### src/rtl/rc_pkg.sv
package rc_pkg;

    parameter int MESH_X  = 4;
    parameter int MESH_Y  = 4;
    parameter int MESH_Z  = 2;
    parameter int CRED_W  = 4;
    parameter int NPORT   = 6;

    localparam int XW = (MESH_X > 1) ? $clog2(MESH_X) : 1;
    localparam int YW = (MESH_Y > 1) ? $clog2(MESH_Y) : 1;
    localparam int ZW = (MESH_Z > 1) ? $clog2(MESH_Z) : 1;
    localparam int PW = 3;

    typedef enum logic [PW-1:0] {
        P_LOCAL = 3'd0,
        P_XP    = 3'd1,
        P_XN    = 3'd2,
        P_YP    = 3'd3,
        P_YN    = 3'd4,
        P_UP    = 3'd5,
        P_DN    = 3'd6
    } port_e;

    typedef enum logic {
        CLS_REQ = 1'b0,
        CLS_REP = 1'b1
    } cls_e;

    typedef enum logic {
        ORD_ZYX = 1'b0,
        ORD_XYZ = 1'b1
    } order_e;

    typedef struct packed {
        logic [ZW-1:0] z;
        logic [YW-1:0] y;
        logic [XW-1:0] x;
    } coord_t;

    typedef struct packed {
        port_e port;
        logic  vc;
        logic  mis;
    } decision_t;

    function automatic port_e step_x(coord_t c, coord_t d);
        if (c.x < d.x)      return P_XP;
        else if (c.x > d.x) return P_XN;
        else                return P_LOCAL;
    endfunction

    function automatic port_e step_y(coord_t c, coord_t d);
        if (c.y < d.y)      return P_YP;
        else if (c.y > d.y) return P_YN;
        else                return P_LOCAL;
    endfunction

    function automatic port_e step_z(coord_t c, coord_t d);
        if (c.z < d.z)      return P_UP;
        else if (c.z > d.z) return P_DN;
        else                return P_LOCAL;
    endfunction

    function automatic logic is_planar(port_e p);
        return (p == P_XP) || (p == P_XN) || (p == P_YP) || (p == P_YN);
    endfunction

endpackage

### src/rtl/rc_congest.sv
module rc_congest
    import rc_pkg::*;
#(
    parameter int N_PORTS = NPORT,
    parameter int CW      = CRED_W
) (
    input  logic [N_PORTS*CW-1:0] credits,
    input  logic [CW-1:0]         thresh,
    output logic [N_PORTS-1:0]    cong
);

    genvar gi;
    generate
        for (gi = 0; gi < N_PORTS; gi++) begin : g_port
            assign cong[gi] = (credits[gi*CW +: CW] < thresh);
        end
    endgenerate

endmodule

### src/rtl/rc_dor.sv
module rc_dor
    import rc_pkg::*;
(
    input  coord_t cur,
    input  coord_t dst,
    input  order_e order,
    output port_e  port
);

    port_e px, py, pz;

    always_comb begin
        px = step_x(cur, dst);
        py = step_y(cur, dst);
        pz = step_z(cur, dst);
        if (order == ORD_ZYX) begin
            if (pz != P_LOCAL)      port = pz;
            else if (py != P_LOCAL) port = py;
            else                    port = px;
        end else begin
            if (px != P_LOCAL)      port = px;
            else if (py != P_LOCAL) port = py;
            else                    port = pz;
        end
    end

endmodule

### src/rtl/rc_divert.sv
module rc_divert
    import rc_pkg::*;
#(
    parameter int N_PORTS = NPORT
) (
    input  coord_t             cur,
    input  coord_t             dst,
    input  logic               mis_in,
    input  port_e              norm_port,
    input  logic [N_PORTS-1:0] cong,
    output port_e              sel_port,
    output logic               mis_out
);

    logic base_layer;
    logic at_dst;
    logic norm_cong;
    logic up_cong;
    logic may_divert;

    always_comb begin
        base_layer = (cur.z == '0) && (dst.z == '0);
        at_dst     = (cur == dst);
        norm_cong  = 1'b0;
        for (int i = 1; i <= N_PORTS; i++) begin
            if (int'(norm_port) == i) norm_cong = cong[i-1];
        end
        up_cong    = cong[int'(P_UP) - 1];
        may_divert = base_layer && !mis_in && !at_dst &&
                     is_planar(norm_port) && norm_cong && !up_cong;

        sel_port = norm_port;
        mis_out  = mis_in;
        if (at_dst) begin
            sel_port = P_LOCAL;
        end else if (mis_in && (cur.z == '0)) begin
            sel_port = P_UP;
        end else if (may_divert) begin
            sel_port = P_UP;
            mis_out  = 1'b1;
        end
    end

endmodule

### src/rtl/rc_route3d.sv
module rc_route3d
    import rc_pkg::*;
(
    input  logic                    clk,
    input  logic                    rst,
    input  logic                    in_valid,
    input  logic [XW-1:0]           cur_x,
    input  logic [YW-1:0]           cur_y,
    input  logic [ZW-1:0]           cur_z,
    input  logic [XW-1:0]           dst_x,
    input  logic [YW-1:0]           dst_y,
    input  logic [ZW-1:0]           dst_z,
    input  logic                    msg_class,
    input  logic                    mis_in,
    input  logic [NPORT*CRED_W-1:0] port_credits,
    input  logic [CRED_W-1:0]       cong_thresh,
    output logic                    out_valid,
    output logic [PW-1:0]           out_port,
    output logic                    out_vc,
    output logic                    out_mis
);

    coord_t            cur_c, dst_c;
    order_e            order;
    port_e             norm_port, sel_port;
    logic [NPORT-1:0]  cong;
    logic              mis_nxt;
    decision_t         dec_q;

    assign cur_c = '{z: cur_z, y: cur_y, x: cur_x};
    assign dst_c = '{z: dst_z, y: dst_y, x: dst_x};

    // Diverted headers use x-then-y on the cache layer; otherwise the class decides.
    assign order = (mis_in || msg_class == CLS_REP) ? ORD_XYZ : ORD_ZYX;

    rc_congest #(.N_PORTS(NPORT), .CW(CRED_W)) u_cong (
        .credits (port_credits),
        .thresh  (cong_thresh),
        .cong    (cong)
    );

    rc_dor u_dor (
        .cur   (cur_c),
        .dst   (dst_c),
        .order (order),
        .port  (norm_port)
    );

    rc_divert #(.N_PORTS(NPORT)) u_div (
        .cur       (cur_c),
        .dst       (dst_c),
        .mis_in    (mis_in),
        .norm_port (norm_port),
        .cong      (cong),
        .sel_port  (sel_port),
        .mis_out   (mis_nxt)
    );

    always_ff @(posedge clk) begin
        if (rst) begin
            out_valid <= 1'b0;
            dec_q     <= '{port: P_LOCAL, vc: 1'b0, mis: 1'b0};
        end else begin
            out_valid <= in_valid;
            if (in_valid) begin
                dec_q <= '{port: sel_port, vc: msg_class, mis: mis_nxt};
            end
        end
    end

    assign out_port = dec_q.port;
    assign out_vc   = dec_q.vc;
    assign out_mis  = dec_q.mis;

    a_r1_valid_follows: assert property (@(posedge clk) disable iff (rst)
        in_valid |=> out_valid);
    a_r1_idle_follows: assert property (@(posedge clk) disable iff (rst)
        !in_valid |=> !out_valid);
    a_r2_local_at_dst: assert property (@(posedge clk) disable iff (rst)
        (in_valid && cur_x == dst_x && cur_y == dst_y && cur_z == dst_z)
        |=> out_port == P_LOCAL);
    a_r5_vc_is_class: assert property (@(posedge clk) disable iff (rst)
        in_valid |=> out_vc == $past(msg_class));
    a_r8_no_divert_off_base: assert property (@(posedge clk) disable iff (rst)
        (in_valid && (mis_in || cur_z != '0 || dst_z != '0))
        |=> out_mis == $past(mis_in));
    a_r7_divert_goes_up: assert property (@(posedge clk) disable iff (rst)
        (in_valid && !mis_in) |=> (!out_mis || out_port == P_UP));
    a_r9_no_climb_on_top: assert property (@(posedge clk) disable iff (rst)
        (in_valid && mis_in && cur_z != '0) |=> out_port != P_UP);

endmodule

### config.mk
export PLATFORM = sky130hd
export DESIGN_NAME = rc_route3d
export DESIGN_NICKNAME = d
export VERILOG_FILES = /design/src/rtl/rc_pkg.sv /design/src/rtl/rc_congest.sv /design/src/rtl/rc_dor.sv /design/src/rtl/rc_divert.sv /design/src/rtl/rc_route3d.sv
export SDC_FILE = /design/constraint.sdc
export NUM_CORES = 1
export LEC_CHECK = 0
export BUFFER_PORTS_ARGS = -buffer_cell sky130_fd_sc_hd__buf_2
export CAP_MARGIN = 20
export CELL_PAD_IN_SITES_DETAIL_PLACEMENT = 1
export CELL_PAD_IN_SITES_GLOBAL_PLACEMENT = 2
export CORE_ASPECT_RATIO = 1.1
export CORE_UTILIZATION = 27
export DETAILED_ROUTE_END_ITERATION = 7
export PLACE_DENSITY_LB_ADDON = 0.1
export RECOVER_POWER = 50
export SETUP_SLACK_MARGIN = 0.02
export SLEW_MARGIN = 10
export SYNTH_ARGS = -nofsm -noshare
export SYNTH_HDL_FRONTEND = slang
export SYNTH_HIERARCHICAL = 1
export SYNTH_SLANG_ARGS = --single-unit
### constraint.sdc
create_clock -name clk -period 6.68 [get_ports clk]
set_input_delay 1.002 -clock clk [delete_from_list [all_inputs] [get_ports clk]]
set_output_delay 1.002 -clock clk [all_outputs]
set_load 0.005 [all_outputs]
After elaboration in Yosys (flattened, before gate mapping)
Index checks and enable logic that the tools add are counted.
{"block": "op_classes", "n_mux": 24, "n_bitwise": 2, "order_cmp": 12, "n_eq_ne": 11, "reduce_logical": 17}
{"operator": "2-to-1 mux 3 bit", "n": 13}
{"operator": "< comparator 4 bit", "n": 6}
{"operator": "equality test 3 bit (second input constant)", "n": 5}
{"operator": "equality test 3 x 2 -> 1 bit (second input constant)", "n": 4}
{"operator": "2-to-1 mux 1 bit", "n": 10}
{"operator": "nonzero test 3 bit", "n": 3}
{"operator": "logical AND 1 bit", "n": 7}
{"operator": "equality test 5 bit", "n": 1}
{"operator": "> comparator 2 bit", "n": 2}
{"operator": "logical OR 1 bit", "n": 4}
{"operator": "< comparator 2 bit", "n": 2}
{"operator": "equality test 3 x 1 -> 1 bit (second input constant)", "n": 1}
{"operator": "zero test 1 bit", "n": 3}
{"operator": "2-to-1 mux 2 bit", "n": 1}
{"operator": "NOT 1 bit", "n": 2}
{"operator": "> comparator 1 bit", "n": 1}
{"operator": "< comparator 1 bit", "n": 1}
{"block": "word_totals", "out_inout_bits": 6, "reg_bits": 6, "elab_cells": 70, "in_bits": 43}

Depth between registers and ports, before layout
{"block": "depth", "depth_word": 19, "mapped_depth": 12, "mapped_depth_nobuf": 12}

Modules after synthesis
Netlist, hierarchy kept.
{"mod": "rc_congest", "cells_per_inst": 52, "area_each_um2": 405.4, "n_inst": 1, "seq_area_each_um2": 0.0}
{"mod": "rc_dor", "cells_per_inst": 36, "area_each_um2": 240.2, "n_inst": 1, "seq_area_each_um2": 0.0}
{"mod": "rc_route3d", "cells_per_inst": 19, "area_each_um2": 212.7, "n_inst": 1, "seq_area_each_um2": 120.1}
{"mod": "rc_divert", "cells_per_inst": 25, "area_each_um2": 198.9, "n_inst": 1, "seq_area_each_um2": 0.0}

Worst setup path before layout
No wires, ideal clock.
{"block": "synth_path", "path_kind": "input port to flip-flop", "startpoint": "input port dst_y[1]", "endpoint": "register dec_q (netlist bit out_port[0])", "setup_ps": 114, "path_slack_ps": 3577, "cell_stages": 10, "required_time_ps": 6566, "arrival_time_ps": 2989, "path_buffers": 0, "cell_sequence": "inv_1 -> ha_1 -> a21o_1 -> o221ai_1 -> mux2_4 -> a311oi_2 -> nor4b_2 -> o31a_1 -> mux2i_1 -> nor2_1"}
{"block": "synth_between", "elab_chain_cells": 19, "word_cells_on_any_way": 38, "classes_between": "order compare (2); eq/ne (11); mux (16); reduce/logical (9)"}
{"item": "start: declaration", "line": "rc_route3d.sv:11", "text": "input logic [YW-1:0] dst_y,"}
{"item": "> comparator 2 bit", "line": "rc_pkg.sv:54", "text": "else if (c.y > d.y) return P_YN;"}
{"item": "2-to-1 mux 3 bit", "line": "rc_pkg.sv:54"}
{"item": "2-to-1 mux 3 bit *", "line": "rc_pkg.sv:53", "text": "if (c.y < d.y) return P_YP;"}
{"item": "nonzero test 3 bit", "line": "rc_dor.sv:18, rc_dor.sv:22"}
{"item": "2-to-1 mux 3 bit (on tied branches)", "line": "rc_dor.sv:18, rc_dor.sv:22"}
{"item": "2-to-1 mux 3 bit (on tied branches)", "line": "rc_dor.sv:17, rc_dor.sv:21"}
{"item": "2-to-1 mux 3 bit *", "line": "rc_dor.sv:16", "text": "if (order == ORD_ZYX) begin"}
{"item": "net norm_port[0]", "line": "rc_route3d.sv:25", "text": "port_e norm_port, sel_port;"}
{"item": "equality test 3 x 2 -> 1 bit", "line": "rc_divert.sv:26", "text": "if (int'(norm_port) == i) norm_cong = cong[i-1];"}
{"item": "2-to-1 mux 1 bit (6 in series)", "line": "rc_divert.sv:26"}
{"item": "logical AND 1 bit (2 in series)", "line": "rc_divert.sv:30", "text": "is_planar(norm_port) && norm_cong && !up_cong;"}
{"item": "2-to-1 mux 3 bit *", "line": "rc_divert.sv:38", "text": "end else if (may_divert) begin"}
{"item": "2-to-1 mux 3 bit *", "line": "rc_divert.sv:36", "text": "end else if (mis_in && (cur.z == '0)) begin"}
{"item": "2-to-1 mux 3 bit *", "line": "rc_divert.sv:34", "text": "if (at_dst) begin"}
{"item": "net sel_port[0]", "line": "rc_route3d.sv:25"}
{"item": "end signal: assignment", "line": "rc_route3d.sv:62", "text": "dec_q <= '{port: P_LOCAL, vc: 1'b0, mis: 1'b0};"}
{"item": "end signal: assignment", "line": "rc_route3d.sv:66", "text": "dec_q <= '{port: sel_port, vc: msg_class, mis: mis_nxt};"}
{"item": "end: declaration", "line": "rc_route3d.sv:28", "text": "decision_t dec_q;"}
The timed path passes the listed nets; every way through them passes the cells marked *.
A chain may end at the register's enable or synchronous reset.

Worst setup path in the final report
Same ends and word-level chain as after synthesis.

==> flow_summary.json <==
{
  "hpwl_mm": 2.25,
  "drive_above_1_share": 0.320,
  "cts_hold_buf": 0,
  "setup_violations": 0,
  "whs_path_depth": 2,
  "switching_power_w": 0.0000521,
  "fmax_mhz": 312,
  "gp_congestion": 0.718,
  "crit_fanout": 5,
  "final_core_util": 0.374,
  "vias_per_cell": 4.74,
  "synth_nets": 189,
  "end_kind": "register",
  "clock_latency_ns": 0.24,
  "drt-initial-drc-count": 12,
  "drtAntennaViolNets": 0,
  "cellPowerDensity_mw_per_mm2": 119,
  "die_w_um": 59.8,
  "syn_to_final_growth_pct": 28.8,
  "coreArea_mm2": 0.00341,
  "rrSetupSlack_ns": 6.10,
  "max_slew.worst_pin.slew_ns": 0.430,
  "cts_tree": "yes",
  "power_frac_comb": 0.528,
  "rsz0062_at_grt": "false",
  "fin_skew_ns": 0,
  "dieArea_mm2": 0.00392,
  "grt-ovfl-total": 0,
  "grt_pass1_wl_mm": 4.31,
  "intPower_w": 0.0000999,
  "vias": 1029,
  "yosys_warnings": 6,
  "critPathMaxStageDelay_ns": 0.40,
  "crit_chain": "buf_2 -> inv_1 -> ha_1 -> a21o_1 -> o221ai_1 -> mux2_4 -> a311oi_2 -> nor4b_2 -> o31a_1 -> mux2i_1 -> nor2_1",
  "r2r_start": "out_vc",
  "peakVddDrop_uv": 88.3,
  "drcViolationCount": 0,
  "hold_violations": 0,
  "clock_sinks": 6,
  "seqPwrFrac": 0.262,
  "syn_area_per_cell_um2": 8.00,
  "n_antenna_cell": 0,
  "nNetsFinal": 236,
  "finalMaxSlewViolations": 0,
  "stdcell_count": 217,
  "cts_setup_buffers": 0,
  "root_buffer": "clkbuf_4",
  "h-tree-depth": 1,
  "clk_pin_slew_ns": 0.04,
  "r2r-end": "out_vc",
  "antenna_found_initial": 0,
  "slew_headroom": 0.713,
  "hp-class": "reg -> reg",
  "tns_ns": 0,
  "drt_wl_total_mm": 2.51,
  "first_pass_iters": 4,
  "fp.dieH_um": 65.6,
  "holdWs_ns": 0.487,
  "fin_crit_sh": 0.479,
  "start_util": 0.291,
  "post_cts_resized": 0,
  "path_delay_family": "compound AO/OA/AOI/OAI gates",
  "crit_buf_inv": 2,
  "dp_slack_ns": 3.23,
  "rows": 22,
  "grt_pass1_vias": 1049,
  "start_kind": "primary input",
  "worst_slack_ns": 3.48,
  "placed_cells": 214,
  "ios": 49,
  "min_to": "out_port[1]",
  "min_from": "out_port[1]",
  "grt_max_degree": 8,
  "track_usage": 0.143,
  "cts_buffers": 3,
  "swShare": 0.343,
  "slowest_stage": "o221ai_1",
  "worst_ep_arrival_time_ns": 3.33,
  "port_buffers": 44,
  "crit_type": "in -> reg",
  "synth_cells": 124,
  "maxCapViolCount": 0,
  "post_drt_wl_per_cell_um": 11.5,
  "syn_area_um2": 992,
  "crit_required_ns": 6.81,
  "status": "finished, final reports clean",
  "period_minus_slack_ns": 3.20,
  "clk_path_buf_depth": 2,
  "leakage_nw": 0.696,
  "rr_worst_depth": 2,
  "power_frac_clock": 0.210
}
==> through the flow <==
stage / power [W] / instance area [um2]
6_report: 0.000152 / 1280
5_1_grt: 0.000167 / 1280
4_1_cts: 0.000157 / 1280
3_5_place_dp: 0.000122 / 1260
3_3_place_gp: 0.000120 / 1260
2_1_floorplan: 0.0000951 / 992
==> flip-flops by register name, summed over array words and instances (netlist names) <==
name	count
out_vc	1
out_port	3
out_mis	1
out_valid	1
==> how the worst max path moves through the flow <==
stage,cells after the start,slack (ns),endpoint,start
2_1_floorplan,10,3.58,out_port[0],dst_y[1]
3_3_place_gp,11,3.25,out_port[0],dst_y[1]
3_5_place_dp,11,3.23,out_port[0],dst_y[1]
4_1_cts,11,3.48,out_port[0],dst_y[1]
5_1_grt,12,3.31,out_port[0],dst_x[1]
6_report,11,3.48,out_port[0],dst_y[1]
==> worst register-to-register path: cells and delay by family, from the launching register on <==
family / cells / cell delay (ns)
AND/OR/NAND/NOR: 1 / 0.05
flip-flops: 1 / 0.30
multiplexers: 1 / 0.12
==> power by group through the flow <==
stage | logic (W) | registers (W) | clock network (W)
2_1_floorplan | 0.0000543 | 0.0000407 | 0
3_3_place_gp | 0.0000795 | 0.0000403 | 0
3_5_place_dp | 0.0000819 | 0.0000404 | 0
4_1_cts | 0.0000824 | 0.0000398 | 0.0000343
5_1_grt | 0.0000924 | 0.0000401 | 0.0000346
6_report | 0.0000803 | 0.0000398 | 0.0000320
==> cell usage in the layout, fill, tap and decap left out, types with 2 or more instances in the layout <==
master,instances
a211o_1,5
a21o_1,2
a21oi_1,3
buf_2,43
clkbuf_4,3
clkinv_1,2
dfxtp_1,6
ha_1,22
inv_1,16
mux2i_1,6
nand2_1,2
nand3_1,3
nand4_1,2
nor2_1,14
nor2b_1,3
nor3_1,10
o21ai_0,5
o31a_1,2
==> final cells by class <==
| type | count | area, um2 |
|---|---|---|
| inverters | 19 | 71.3 |
| flip-flops and latches | 6 | 120 |
| multi-input cells | 97 | 785 |
| clock buffers | 3 | 22.5 |
| fillers | 457 | 2140 |
| well taps | 48 | 60.1 |
| repair buffers | 44 | 219 |
==> layer usage <==
metal,up-vias,GRT usage,wire length [um]
met1,458,0.167,1160
met5,-,0,0
met2,26,0.261,1250
met3,0,0.0138,93
li1,545,-,-
met4,0,0.0523,0
(Power assumes the default switching activity.)
